File: src/rtl/spb_pkg.sv
package spb_pkg;
  typedef enum logic [1:0] {
    ST_IDLE   = 2'd0,
    ST_DEMAND = 2'd1,
    ST_PREF   = 2'd2
  } spb_state_e;
endpackage

File: src/rtl/spb_entry.sv
module spb_entry #(
  parameter int ADDR_W = 12,
  parameter int DATA_W = 32
) (
  input  logic              clk_i,
  input  logic              rst_ni,
  input  logic              flush_i,
  input  logic              arm_i,
  input  logic [ADDR_W-1:0] arm_tag_i,
  input  logic              load_i,
  input  logic [DATA_W-1:0] load_data_i,
  input  logic [ADDR_W-1:0] probe_tag_i,
  output logic              hit_o,
  output logic [DATA_W-1:0] data_o
);
  logic              valid_q, pend_q;
  logic [ADDR_W-1:0] tag_q;
  logic [DATA_W-1:0] data_q;

  // arm beats flush: a hit reuses the entry for the next block
  always_ff @(posedge clk_i or negedge rst_ni) begin
    if (!rst_ni) begin
      valid_q <= 1'b0;
      pend_q  <= 1'b0;
      tag_q   <= '0;
      data_q  <= '0;
    end else if (arm_i) begin
      valid_q <= 1'b0;
      pend_q  <= 1'b1;
      tag_q   <= arm_tag_i;
    end else if (flush_i) begin
      valid_q <= 1'b0;
      pend_q  <= 1'b0;
    end else if (load_i && pend_q) begin
      valid_q <= 1'b1;
      pend_q  <= 1'b0;
      data_q  <= load_data_i;
    end
  end

  // pending entries never hit
  assign hit_o  = valid_q && (tag_q == probe_tag_i);
  assign data_o = data_q;

  a_r7_valid_pend_excl: assert property (@(posedge clk_i) disable iff (!rst_ni)
    !(valid_q && pend_q));
  a_r4_load_armed: assert property (@(posedge clk_i) disable iff (!rst_ni)
    load_i |-> pend_q);
  a_r6_flush_clears: assert property (@(posedge clk_i) disable iff (!rst_ni)
    (flush_i && !arm_i) |=> !valid_q);
endmodule

File: src/rtl/spb_ctrl.sv
module spb_ctrl
  import spb_pkg::*;
#(
  parameter int ADDR_W = 12,
  parameter int DATA_W = 32
) (
  input  logic              clk_i,
  input  logic              rst_ni,
  input  logic              miss_req_i,
  input  logic [ADDR_W-1:0] miss_addr_i,
  input  logic              mem_ack_i,
  input  logic [DATA_W-1:0] mem_data_i,
  input  logic              sb_hit_i,
  input  logic [DATA_W-1:0] sb_data_i,
  output logic              flush_o,
  output logic              arm_o,
  output logic [ADDR_W-1:0] arm_tag_o,
  output logic              load_o,
  output logic              fill_valid_o,
  output logic [DATA_W-1:0] fill_data_o,
  output logic              mem_req_o,
  output logic [ADDR_W-1:0] mem_addr_o,
  output logic              stall_o
);
  localparam logic [ADDR_W-1:0] ONE = ADDR_W'(1);

  spb_state_e        state_q;
  logic [ADDR_W-1:0] addr_q;
  logic [ADDR_W-1:0] base_addr;
  logic              fill_q;
  logic [DATA_W-1:0] fill_data_q;
  logic              accept;
  logic              demand_done;

  assign accept      = miss_req_i && (state_q != ST_DEMAND) && !fill_q;
  assign demand_done = (state_q == ST_DEMAND) && mem_ack_i;
  assign base_addr   = accept ? miss_addr_i : addr_q;

  assign flush_o   = accept && !sb_hit_i;
  assign arm_o     = (accept && sb_hit_i) || demand_done;
  assign arm_tag_o = base_addr + ONE;
  // an ack landing with a demand accept is dropped
  assign load_o    = (state_q == ST_PREF) && mem_ack_i && !accept;

  always_ff @(posedge clk_i or negedge rst_ni) begin
    if (!rst_ni) begin
      state_q     <= ST_IDLE;
      addr_q      <= '0;
      fill_q      <= 1'b0;
      fill_data_q <= '0;
    end else if (accept) begin
      if (sb_hit_i) begin
        state_q     <= ST_PREF;
        addr_q      <= miss_addr_i + ONE;
        fill_q      <= 1'b1;
        fill_data_q <= sb_data_i;
      end else begin
        state_q <= ST_DEMAND;
        addr_q  <= miss_addr_i;
        fill_q  <= 1'b0;
      end
    end else if (demand_done) begin
      state_q     <= ST_PREF;
      addr_q      <= addr_q + ONE;
      fill_q      <= 1'b1;
      fill_data_q <= mem_data_i;
    end else begin
      fill_q <= 1'b0;
      if (state_q == ST_PREF && mem_ack_i) state_q <= ST_IDLE;
    end
  end

  assign fill_valid_o = fill_q;
  assign fill_data_o  = fill_data_q;
  assign mem_req_o    = (state_q != ST_IDLE);
  assign mem_addr_o   = addr_q;
  assign stall_o      = (state_q == ST_DEMAND);

  a_r2_demand_issue: assert property (@(posedge clk_i) disable iff (!rst_ni)
    (accept && !sb_hit_i) |=> (stall_o && mem_req_o && mem_addr_o == $past(miss_addr_i)));
  a_r8_req_hold: assert property (@(posedge clk_i) disable iff (!rst_ni)
    (stall_o && !mem_ack_i) |=> (mem_req_o && $stable(mem_addr_o)));
  a_r3_fill_pulse: assert property (@(posedge clk_i) disable iff (!rst_ni)
    fill_valid_o |=> !fill_valid_o);
  a_r4_pf_follow: assert property (@(posedge clk_i) disable iff (!rst_ni)
    (stall_o && mem_ack_i) |=> (fill_valid_o && !stall_o && mem_req_o
                                 && mem_addr_o == $past(mem_addr_o) + ONE));
  a_r5_hit_direct: assert property (@(posedge clk_i) disable iff (!rst_ni)
    (accept && sb_hit_i) |=> (fill_valid_o && !stall_o
                               && mem_addr_o == $past(miss_addr_i) + ONE));
  a_r9_idle_ack: assert property (@(posedge clk_i) disable iff (!rst_ni)
    (!mem_req_o && !miss_req_i) |=> !fill_valid_o);
endmodule

File: src/rtl/seq_pf_stream_buf.sv
module seq_pf_stream_buf #(
  parameter int ADDR_W = 12,
  parameter int DATA_W = 32
) (
  input  logic              clk_i,
  input  logic              rst_ni,
  input  logic              miss_req_i,
  input  logic [ADDR_W-1:0] miss_addr_i,
  output logic              fill_valid_o,
  output logic [DATA_W-1:0] fill_data_o,
  output logic              stall_o,
  output logic              mem_req_o,
  output logic [ADDR_W-1:0] mem_addr_o,
  input  logic              mem_ack_i,
  input  logic [DATA_W-1:0] mem_data_i
);
  logic              sb_hit, sb_flush, sb_arm, sb_load;
  logic [ADDR_W-1:0] sb_arm_tag;
  logic [DATA_W-1:0] sb_data;

  spb_entry #(.ADDR_W(ADDR_W), .DATA_W(DATA_W)) u_entry (
    .clk_i       (clk_i),
    .rst_ni      (rst_ni),
    .flush_i     (sb_flush),
    .arm_i       (sb_arm),
    .arm_tag_i   (sb_arm_tag),
    .load_i      (sb_load),
    .load_data_i (mem_data_i),
    .probe_tag_i (miss_addr_i),
    .hit_o       (sb_hit),
    .data_o      (sb_data)
  );

  spb_ctrl #(.ADDR_W(ADDR_W), .DATA_W(DATA_W)) u_ctrl (
    .clk_i        (clk_i),
    .rst_ni       (rst_ni),
    .miss_req_i   (miss_req_i),
    .miss_addr_i  (miss_addr_i),
    .mem_ack_i    (mem_ack_i),
    .mem_data_i   (mem_data_i),
    .sb_hit_i     (sb_hit),
    .sb_data_i    (sb_data),
    .flush_o      (sb_flush),
    .arm_o        (sb_arm),
    .arm_tag_o    (sb_arm_tag),
    .load_o       (sb_load),
    .fill_valid_o (fill_valid_o),
    .fill_data_o  (fill_data_o),
    .mem_req_o    (mem_req_o),
    .mem_addr_o   (mem_addr_o),
    .stall_o      (stall_o)
  );
endmodule

File: config.mk
export PLATFORM = sky130hd
export DESIGN_NAME = seq_pf_stream_buf
export DESIGN_NICKNAME = d
export VERILOG_FILES = /design/src/rtl/spb_pkg.sv /design/src/rtl/spb_entry.sv /design/src/rtl/spb_ctrl.sv /design/src/rtl/seq_pf_stream_buf.sv
export SDC_FILE = /design/constraint.sdc
export NUM_CORES = 1
export LEC_CHECK = 0
export BUFFER_PORTS_ARGS = -buffer_cell sky130_fd_sc_hd__clkbuf_2
export CORE_MARGIN = 4
export CORE_UTILIZATION = 51
export DETAILED_ROUTE_END_ITERATION = 6
export GPL_ROUTABILITY_DRIVEN = 0
export HOLD_SLACK_MARGIN = 0.1
export PLACE_DENSITY = 0.84
export SYNTH_ARGS = -nofsm -noshare
export SYNTH_HDL_FRONTEND = slang
export SYNTH_HIERARCHICAL = 1
export SYNTH_SLANG_ARGS = --single-unit
File: constraint.sdc
create_clock -name clk_i -period 2.57 [get_ports clk_i]
set_input_delay 0.3855 -clock clk_i [delete_from_list [all_inputs] [get_ports clk_i]]
set_output_delay 0.3855 -clock clk_i [all_outputs]
set_load 0.01 [all_outputs]
[Yosys cells after proc, flatten, opt, wreduce, memory -nomap -nowiden]
Index checks and enable logic that the tools add are counted.
Storage, ports and cells
  register bits after elaboration: 93
  input bits: 48
Operators by class
  add/subtract/negate cells: 3
  equality and inequality tests: 5
  multiplexer cells: 20
  bitwise gates (word level): 2
  reduce and logical (&&, ||, !) cells: 19
Operators by type and width (count)
  2-to-1 mux 32 bit: 3
  2-to-1 mux 12 bit: 4
  adder 12 x 1 -> 12 bit, second input constant: 3
  equality test 12 bit: 1
  logical AND 1 bit: 9
  2-to-1 mux 1 bit: 9
  2-to-1 mux 2 bit: 4
  nonzero test 3 bit: 2
  inequality test 2 x 1 -> 1 bit, second input constant: 2
  nonzero test 2 bit: 2
  logical NOT 1 bit: 3
  AND reduction 3 bit: 1
  equality test 2 x 1 -> 1 bit, second input constant: 1
  equality test 2 bit, second input constant: 1
  inverter 1 bit: 2
  AND reduction 2 bit: 1
  logical OR 1 bit: 1

[Logic depth before layout (Yosys ltp)]
Gate-level depths: netlist of run 1.
  depth in word-level cells: 9
  mapped depth: 12
  depth with buffers taken out: 11

[Hierarchy]
The synthesis of run 1 kept the hierarchy.
Modules (own cells, without submodules)
  spb_ctrl: instances 1, cells an instance 331, area an instance 3395.8 µm², seq. area each 1176.1 µm²
  spb_entry: instances 1, cells an instance 117, area an instance 1969.4 µm², seq. area each 1151.1 µm²

[Least setup slack after synthesis of run 1]
No wires, ideal clock.
  kind: input to register
  from: in miss_addr_i[9]
  to: reg u_entry.data_q[10] (netlist: u_entry/data_o[10])
  arrival: 2.532 ns
  data required time: 2.445 ns
  path slack: -0.087 ns
  cell stages on the path: 12
  path buffers: 4
  cells stage by stage: xnor2_1 nand4_1 nor4_1 a31oi_4 buf_12 buf_12 inv_2 nor2_1 and3_1 buf_6 buf_6 mux2_4
Between the ends
  longest elaborated chain between the ends: 6
  elaborated cells on any way between the ends: 9
RTL lines
  from (decl): line seq_pf_stream_buf.sv:8  | input logic [ADDR_W-1:0] miss_addr_i,
  equality test 12 bit: line spb_entry.sv:42  | assign hit_o = valid_q && (tag_q == probe_tag_i);
  logical AND 1 bit: line spb_entry.sv:42
  named net sb_hit: line seq_pf_stream_buf.sv:17  | logic sb_hit, sb_flush, sb_arm, sb_load;
  logical AND 1 bit: line spb_ctrl.sv:40  | assign arm_o = (accept && sb_hit_i) || demand_done;
  logical OR 1 bit: line spb_ctrl.sv:40
  named net sb_arm: line seq_pf_stream_buf.sv:17
  inverter 1 bit (no source line)
  AND reduction 3 bit (no source line)
  to (signal assigned): line spb_entry.sv:37  | data_q <= load_data_i;
  to (decl): line spb_entry.sv:18  | logic [DATA_W-1:0] data_q;
The timed path passes the listed nets, and every way through them passes these cells.
A chain may end at the register's enable or synchronous reset.

[Worst setup path after layout of run 1]
  from: reg u_ctrl.state_q[1]
  to: reg u_entry.tag_q[8]
Between the ends
  longest elaborated chain between the ends: 5
  elaborated cells on any way between the ends: 9
RTL lines
  from (decl): line spb_ctrl.sv:27  | spb_state_e state_q;
  from (signal assigned): line spb_ctrl.sv:47  | state_q <= ST_IDLE;
  from (signal assigned): line spb_ctrl.sv:53  | state_q <= ST_PREF;
  from (signal assigned): line spb_ctrl.sv:58  | state_q <= ST_DEMAND;
  inequality test 2 x 1 -> 1 bit: line spb_ctrl.sv:35  | assign accept = miss_req_i && (state_q != ST_DEMAND) && !fill_q;
  logical AND 1 bit (2 in a row): line spb_ctrl.sv:35
  2-to-1 mux 12 bit: line spb_ctrl.sv:37  | assign base_addr = accept ? miss_addr_i : addr_q;
  adder 12 x 1 -> 12 bit: line spb_ctrl.sv:41  | assign arm_tag_o = base_addr + ONE;
  named net sb_arm_tag[8]: line seq_pf_stream_buf.sv:18  | logic [ADDR_W-1:0] sb_arm_tag;
  to (signal assigned): line spb_entry.sv:30  | tag_q <= arm_tag_i;
  to (decl): line spb_entry.sv:17  | logic [ADDR_W-1:0] tag_q;
The timed path passes the listed nets, and every way through them passes these cells.

==> out/metrics.csv, run 1 <==
metric;value;unit
grt_start_max_net_pins;66;
p_leak;0.00294;uW
drive_gt1_share;48.1;%
path_buf_inv;2;
p_per_area;1070;nW/um^2
num_rows;37;
regArea;2330;um^2
hold_ws;256;ps
layout.nets;599;
critPathMostFrequentCell;mux2i_1;
synth_edf_count;0;
die_h;111;um
ys_async_sr_fraction;100;%
reg2reg_depth;11;
drc;0;
critical_path.startpoint;u_ctrl/state_q[1]$_DFFE_PN0P_;
place_hpwl;8190;um
fin_cells;689;
setup_viol;0;
postSynthNetCount;499;
drv_slew;0;
start_kind;register;
cts.sink_count;93;
synth_cell_types;55;
clock_skew;13.2;ps
multiInputGateArea;2760;um^2
portBuffers;94;
grt.total_usage;19.2;%
antenna_found_initial;0;
root_buffer;clkbuf_8;
layout_common_cells;clkbuf_2, dfrtp_1, mux2i_1;
critPathKind;register to register;
slew_headroom;30.9;%
r2r-start;u_ctrl/state_q[1]$_DFFE_PN0P_;
drtPass1Iterations;4;
critPathArrivalTime;2690;ps
r2r_slack;140;ps
status;finished, final reports clean;
crit_fanout;4;
hold_class;input port to register;
overflow;0;
setup_slack;135;ps
cts_tree;done;
rsz0062_at_grt;no;
fp.dieW;111;um
avgSynthCellArea;12.0;um^2
syn_inst;448;
path_depth;11;
n_antenna_cell;0;
tightest_slew;1040;ps
power;6610;uW
critPathCapture;u_entry/tag_q[8]$_DFFE_PN0P_;
cp_slowest_cell;or3_1;
wl;11500;um
drt_iter0_drc;228;
cts_buffers;9;
start_util;52.2;%
dp.cells;672;
ios;95;
clkLatencyLatePin;370;ps
synth_flop_cell;dfrtp_1;
grt_first_pass_wirelength;19500;um
crit_chain;nand2b_2 -> inv_2 -> nor2_4 -> mux2i_1 -> inv_1 -> ha_1 -> nand3_1 -> or3_1 -> xor2_2 -> mux2i_1 -> mux2_2;
ys_seq_area_share;43.4;%
cts_buffer_depth;2;
cp_top_family;simple AND/OR/NAND/NOR gates;
area_growth;14.6;%
final-hold-violation-count;0;
h-tree-depth;3;
ys_ff_latch;93;
ant_nets;0;
fin_crit_sh;94.7;%
cts.reportedPaths.clkPinSlew;110;ps
avgViaCountPerCell;5.42;
syn-cell-area;5370;um^2
fillers;860;
core_area;10300;um^2
whs_path_depth;2;
slowest_delay;410;ps
grt_pass1_vias;3826;
route.detailed.wl_per_inst;16.7;um
die_area;12200;um^2
fmax;0.411;GHz
crit_path_end_kind;register;
min_period;2430;ps
yosysWarnings;6;
peakVddDrop;0.538;mV
vias;3733;
maxCapViolCount;0;
cp_data_required_time;2830;ps
post-place-ws;114;ps
timing.rr.end;u_entry/tag_q[8]$_DFFE_PN0P_;
setup_tns;0;ps
## flip-flops by register name (all words and copies together) (netlist names)
signal and count:
u_ctrl/fill_valid_o 1, u_ctrl/mem_addr_o 12, u_entry/tag_q 12, u_entry/data_o 32, u_ctrl/fill_data_o 32, u_entry/valid_q 1, u_entry/pend_q 1, u_ctrl/state_q 2
## timing repair
item | in CTS | in global routing
gates resized for setup | 0 | 2
hold buffers | 1 | 0
setup buffers | 0 | 0
setup endpoints to repair | 0 | 1
endpoints found under the hold margin | 36 | 0
## per-stage QoR
stage / instance area [um^2] / util, %
2_1_floorplan: 5370 / -
3_3_place_gp: 5940 / 57.8
3_5_place_dp: 5940 / 57.8
4_1_cts: 6140 / 59.7
5_1_grt: 6150 / 59.8
6_report: 6150 / 59.8
## logic make-up (layout without fill, tap and decap cells)
family / count (synthesis) / after routing / share of synthesized area, %
flip-flops: 93 / 93 / 43.4
AND/OR/NAND/NOR: 122 / 122 / 14.3
adder cells (fa/ha/maj): 3 / 3 / 0.700
AO/OA/AOI/OAI: 59 / 59 / 8.86
XOR/XNOR: 45 / 45 / 7.35
multiplexers: 90 / 90 / 19.8
buffers and inverters: 36 / 141 / 5.53
## layer usage
layer | GRT usage, % | vias to the layer above | wire length (um)
met2 | 32.3 | 109 | 5830
met5 | 0 | - | 0
met3 | 3.73 | 16 | 532
li1 | - | 1786 | -
met1 | 25.3 | 1822 | 4950
met4 | 5.34 | 0 | 163
## worst reg2reg max path, cell delays in order, from the launching register on
cell,delay (ps)
dfrtp_1,390
nand2b_2,230
inv_2,120
nor2_4,60
mux2i_1,150
inv_1,90
ha_1,170
nand3_1,180
or3_1,410
xor2_2,170
mux2i_1,90
mux2_2,270
## how the worst min path moves through the flow
stage | startpoint | end | slack, ps
5_1_grt | mem_data_i[17] | u_entry/data_o[17]$_DFFE_PN0P_ | 240
6_report | mem_data_i[17] | u_entry/data_o[17]$_DFFE_PN0P_ | 260
3_5_place_dp | rst_ni | u_ctrl/mem_addr_o[9]$_DFFE_PN0P_ | 390
3_3_place_gp | rst_ni | u_ctrl/mem_addr_o[9]$_DFFE_PN0P_ | 380
2_1_floorplan | rst_ni | u_ctrl/fill_data_o[0]$_DFFE_PN0P_ | 90
4_1_cts | mem_data_i[16] | u_entry/data_o[16]$_DFFE_PN0P_ | 240
## report_power, final
part	total [uW]	internal, uW	switching [uW]
Sequential	2620	2080	533
Combinational	3030	1470	1560
Clock	961	376	585
## cell usage after synthesis, types with 2 or more instances
cell type	instances	area [um^2]
nor2_1	8	30.0
a211oi_1	2	15.0
mux2i_1	46	460
buf_6	6	67.6
nor4_1	3	18.8
nor3_1	8	40.0
nor4_2	5	62.6
mux2_4	29	435
ha_1	3	37.5
a21o_1	2	15.0
nand3_1	12	60.1
buf_4	2	15.0
clkbuf_4	4	30.0
buf_2	10	50.1
nand4_2	2	25.0
o21ai_2	33	289
and4_1	3	26.3
nand2_1	22	82.6
inv_1	5	18.8
or3_1	3	18.8
nand2_2	34	213
and3_1	2	12.5
a21oi_1	4	20.0
inv_2	3	11.3
dfrtp_1	93	2330
nand4_1	7	43.8
buf_12	5	100
xor2_1	9	78.8
mux2_2	15	169
xnor2_1	36	315
or2_2	2	12.5
o21ai_1	2	10.0
o21ai_0	6	30.0
## layout make-up
type / count / share of cell area, %
tap: 136 / 2.77
timing repair buffer: 117 / 10.9
clock inverter: 7 / 1.02
inverter: 8 / 0.488
multi-input combinational: 319 / 44.9
clock buffer: 9 / 2.01
sequential: 93 / 37.9
Power figures use the tool's default switching activity.
==> run 2: changes to the inputs <==
CORE_MARGIN = 2   (was 4)
==> out/metrics.csv, run 2 (synthesized netlist as in run 1, its figures left out) <==
metric;value;unit
status;finished, final reports clean;
place_hpwl;8120;um
cp_data_required_time;2810;ps
layout.nets;601;
drive_gt1_share;48.2;%
core_area;10300;um^2
antenna_found_initial;0;
p_clk_share;14.9;%
overflow;0;
hold_class;input port to register;
die_area;11400;um^2
final-hold-violation-count;0;
wl;11500;um
multiInputGateArea;2760;um^2
die_h;107;um
avgViaCountPerCell;5.45;
grt_start_max_net_pins;66;
cts_buffer_depth;2;
drt_iter0_drc;190;
p_per_area;1080;nW/um^2
root_buffer;clkbuf_8;
grt_pass1_vias;3836;
critPathKind;register to register;
h-tree-depth;3;
fmax;0.408;GHz
cts.sink_count;93;
fin_crit_sh;95.4;%
layout_common_cells;clkbuf_2, dfrtp_1, mux2i_1;
grt.total_usage;21.1;%
fp.dieW;107;um
num_rows;37;
drc;0;
cts_tree;done;
drtPass1Iterations;4;
n_antenna_cell;0;
route.detailed.wl_per_inst;16.6;um
clkLatencyLatePin;360;ps
crit_path_end_kind;register;
critPathArrivalTime;2690;ps
cts_buffers;9;
cts.reportedPaths.clkPinSlew;100;ps
portBuffers;94;
p_leak;0.00295;uW
area_growth;15.2;%
start_kind;register;
peakVddDrop;0.590;mV
grt_first_pass_wirelength;18800;um
setup_tns;0;ps
ios;95;
net-switching-power;2640;uW
seqPwrFrac;39.4;%
tightest_slew;1070;ps
drv_slew;0;
hold_ws;266;ps
start_util;52.2;%
rsz0062_at_grt;no;
clock_skew;10.4;ps
vias;3759;
ant_nets;0;
maxCapViolCount;0;
intPower;4010;uW
setup_viol;0;
min_period;2450;ps
slew_headroom;28.7;%
fillers;860;
crit_fanout;8;
regArea;2330;um^2
combPwrFrac;45.7;%
swShare;39.8;%
-- run 2: changes by cell type in the layout (fill, tap and decap cells not counted), sizes merged --
cell,delta
clkinvlp,+2
buf,+2
clkinv,-1
inv,-3
bufinv,+1
-- run 2: stage by stage --
step                setup WS [ps]  cells  area, um^2  total power (uW)  utilization, %
finish                        118    690        6180              6650            60.1
global route              0.00377    690        6180              7100            60.1
CTS                           139    690        6170              6710            60.1
detailed placement           22.1    674        5970              5690            58.1
global placement             99.5    674        5970              5560            58.1
floorplan                    63.3    448        5370              4880               -
-- run 2: path summary, 6_finish.rpt --
kind | startpoint | to | slack [ps] | cells after the start
worst max register to register | u_entry/tag_q[9]$_DFFE_PN0P_ | u_entry/data_o[27]$_DFFE_PN0P_ | 120 | 9
worst min-delay path | mem_data_i[18] | u_entry/data_o[18]$_DFFE_PN0P_ | 270 | 2
worst min register to register | u_ctrl/fill_data_o[22]$_DFFE_PN0P_ | u_ctrl/fill_data_o[22]$_DFFE_PN0P_ | 490 | 2
worst max-delay path | u_entry/tag_q[9]$_DFFE_PN0P_ | u_entry/data_o[27]$_DFFE_PN0P_ | 120 | 9
min in group asynchronous | rst_ni | u_ctrl/mem_addr_o[10]$_DFFE_PN0P_ | 580 | 2
max in group asynchronous | rst_ni | u_ctrl/fill_data_o[19]$_DFFE_PN0P_ | 1320 | 3
-- run 2: layer usage --
layer	GRT usage, %	up-vias	wire (um)
met5	0	-	0
met4	8.91	0	211
met3	3.86	16	449
met2	34.3	94	5780
met1	27.6	1870	5040
li1	-	1779	-
-- run 2: area by class of cell --
type                            instances  area share (%)
Clock buffer                            9            2.00
Clock inverter                          6            1.15
Inverter                                8           0.486
Multi-Input combinational cell        319            44.6
Sequential cell                        93            37.7
Tap cell                              136            2.75
Timing Repair Buffer                  119            11.3
-- run 2: power groups by stage --
stage	combinational, uW	clock (uW)	sequential [uW]
floorplan	2210	0	2660
global placement	2950	0	2620
detailed placement	3040	0	2650
CTS	3060	1030	2620
global route	3320	1080	2700
finish	3040	992	2620
-- run 2: repair_timing --
action                                  4_1_cts  5_1_grt
endpoints found under the setup margin        0        1
gates resized for setup                       0        1
hold endpoints to repair                     44        0
buffers inserted                              0        0
hold buffers                                  1        0
-- run 2: worst max-delay path, cell delays in order (launching register included) --
cell     delay, ps
dfrtp_1        400
xnor2_1        310
nand4_1        190
nor4_2         270
buf_4          170
nor2_1          60
nor2_1         110
and3_2         270
buf_4          230
mux2_4         320
==> run 3: changes to the inputs <==
CORE_UTILIZATION = 57   (was 51)
PLACE_DENSITY = 0.88   (was 0.84)
clock period = 2.5 ns   (was 2.57 ns; I/O delays follow)
==> out/metrics.csv, run 3 (synthesized netlist as in run 1, its figures left out) <==
metric;value;unit
status;finished, final reports clean;
rsz0062_at_grt;no;
min_to;u_entry/data_o[15]$_DFFE_PN0P_;
die_area;10200;um^2
cts_buffer_depth;2;
start_kind;register;
maxCapViolCount;0;
min_period;2360;ps
cts_buffers;9;
root_buffer;clkbuf_8;
cts.reportedPaths.clkPinSlew;100;ps
grt.total_usage;22.8;%
overflow;0;
drtPass1Iterations;5;
reg2reg_depth;11;
ant_nets;0;
hold_class;input port to register;
fp.dieW;101;um
antenna_found_initial;0;
r2r_slack;140;ps
fin_cells;668;
drt_iter0_drc;153;
clock_skew;16.3;ps
hold_start;mem_data_i[15];
grt_pass1_vias;3733;
fillers;715;
final-hold-violation-count;0;
grt_start_max_net_pins;66;
crit_path_end_kind;register;
timing.rr.end;u_entry/tag_q[8]$_DFFE_PN0P_;
p_leak;0.00296;uW
cts.repair.resized;0;
core_area;9200;um^2
fmax;0.425;GHz
route.detailed.wl_per_inst;16.9;um
critPathArrivalTime;2610;ps
clkLatencyLatePin;370;ps
critPathKind;register to register;
place_hpwl;8010;um
die_h;101;um
dp.cells;651;
tightest_slew;832;ps
r2r-start;u_ctrl/state_q[1]$_DFFE_PN0P_;
drive_gt1_share;48.3;%
n_antenna_cell;0;
area_growth;14.6;%
num_rows;35;
start_util;58.3;%
setup_tns;0;ps
fin_crit_sh;94.2;%
cts_tree;done;
drc;0;
setup_viol;0;
layout_common_cells;clkbuf_2, dfrtp_1, mux2i_1;
drv_slew;0;
grt_first_pass_wirelength;18300;um
vias;3733;
wl;11300;um
cp_data_required_time;2750;ps
cts.sink_count;93;
h-tree-depth;3;
avgViaCountPerCell;5.59;
whs_path_depth;2;
crit_fanout;4;
ios;95;
slew_headroom;44.6;%
portBuffers;94;
p_per_area;1110;nW/um^2
layout.nets;603;
power;6810;uW
peakVddDrop;0.524;mV
run 3: changes by cell type in the layout (fill, tap and decap cells not counted), sizes merged:
cell,before,now
buf,25,27
bufinv,1,0
inv,10,11
clkbuf,102,103
run 3: routing by layer:
layer  part of all wire (%)  vias to the layer above  track usage (%)
met1                     43                     1799             29.8
met3                    4.8                       17             3.33
li1                       -                     1792                -
met5                      0                        -                0
met4                    1.8                        0             8.94
met2                     50                      125             38.6
run 3: timing repair:
item | 4_1_cts | 5_1_grt
hold endpoints to repair | 43 | 0
setup buffers | 0 | 0
hold buffers | 1 | 0
run 3: cell type report:
type / instances / area (um^2) / share of cell area, %
clock buffers: 10 / 138 / 2.24
clock inverters: 6 / 52.6 / 0.854
inverters: 8 / 30.0 / 0.488
multi-input cells: 319 / 2750 / 44.7
flip-flops and latches: 93 / 2330 / 37.8
well taps: 111 / 139 / 2.26
repair buffers: 121 / 716 / 11.6
run 3: how the worst max path moves through the flow:
stage	from	endpoint	cells after the start
after CTS	u_ctrl/state_q[1]$_DFFE_PN0P_	u_entry/tag_q[8]$_DFFE_PN0P_	11
final	u_ctrl/state_q[1]$_DFFE_PN0P_	u_entry/tag_q[8]$_DFFE_PN0P_	11
after floorplan	miss_addr_i[9]	u_entry/data_o[10]$_DFFE_PN0P_	12
after global placement	miss_addr_i[9]	u_entry/data_o[13]$_DFFE_PN0P_	11
after detailed placement	miss_addr_i[7]	u_entry/data_o[0]$_DFFE_PN0P_	10
after global routing	u_ctrl/state_q[1]$_DFFE_PN0P_	u_entry/tag_q[8]$_DFFE_PN0P_	11
run 3: through the flow:
step	util [%]	worst slack, ps	instance area (um^2)	hold slack (ps)
detailed placement	64.7	104	5950	422
finish	66.9	144	6150	248
CTS	66.9	167	6150	242
global placement	64.7	123	5950	407
global route	66.9	11.9	6150	239
floorplan	-	3.80	5370	79.4
run 3: worst max-delay path, stage by stage (launching register included):
cell and delay (ps):
dfrtp_1 400, nand2b_2 230, inv_2 100, nor2_2 60, mux2i_1 130, inv_1 70, ha_1 180, nand3_1 170
or3_1 360, xor2_1 140, mux2i_1 100, mux2_2 310
run 3: where the power goes:
group	total [uW]	internal, uW	switching (uW)	leakage (uW)
logic	3140	1530	1610	0.00170
clock network	989	405	584	0.0000914
registers	2680	2140	541	0.00117
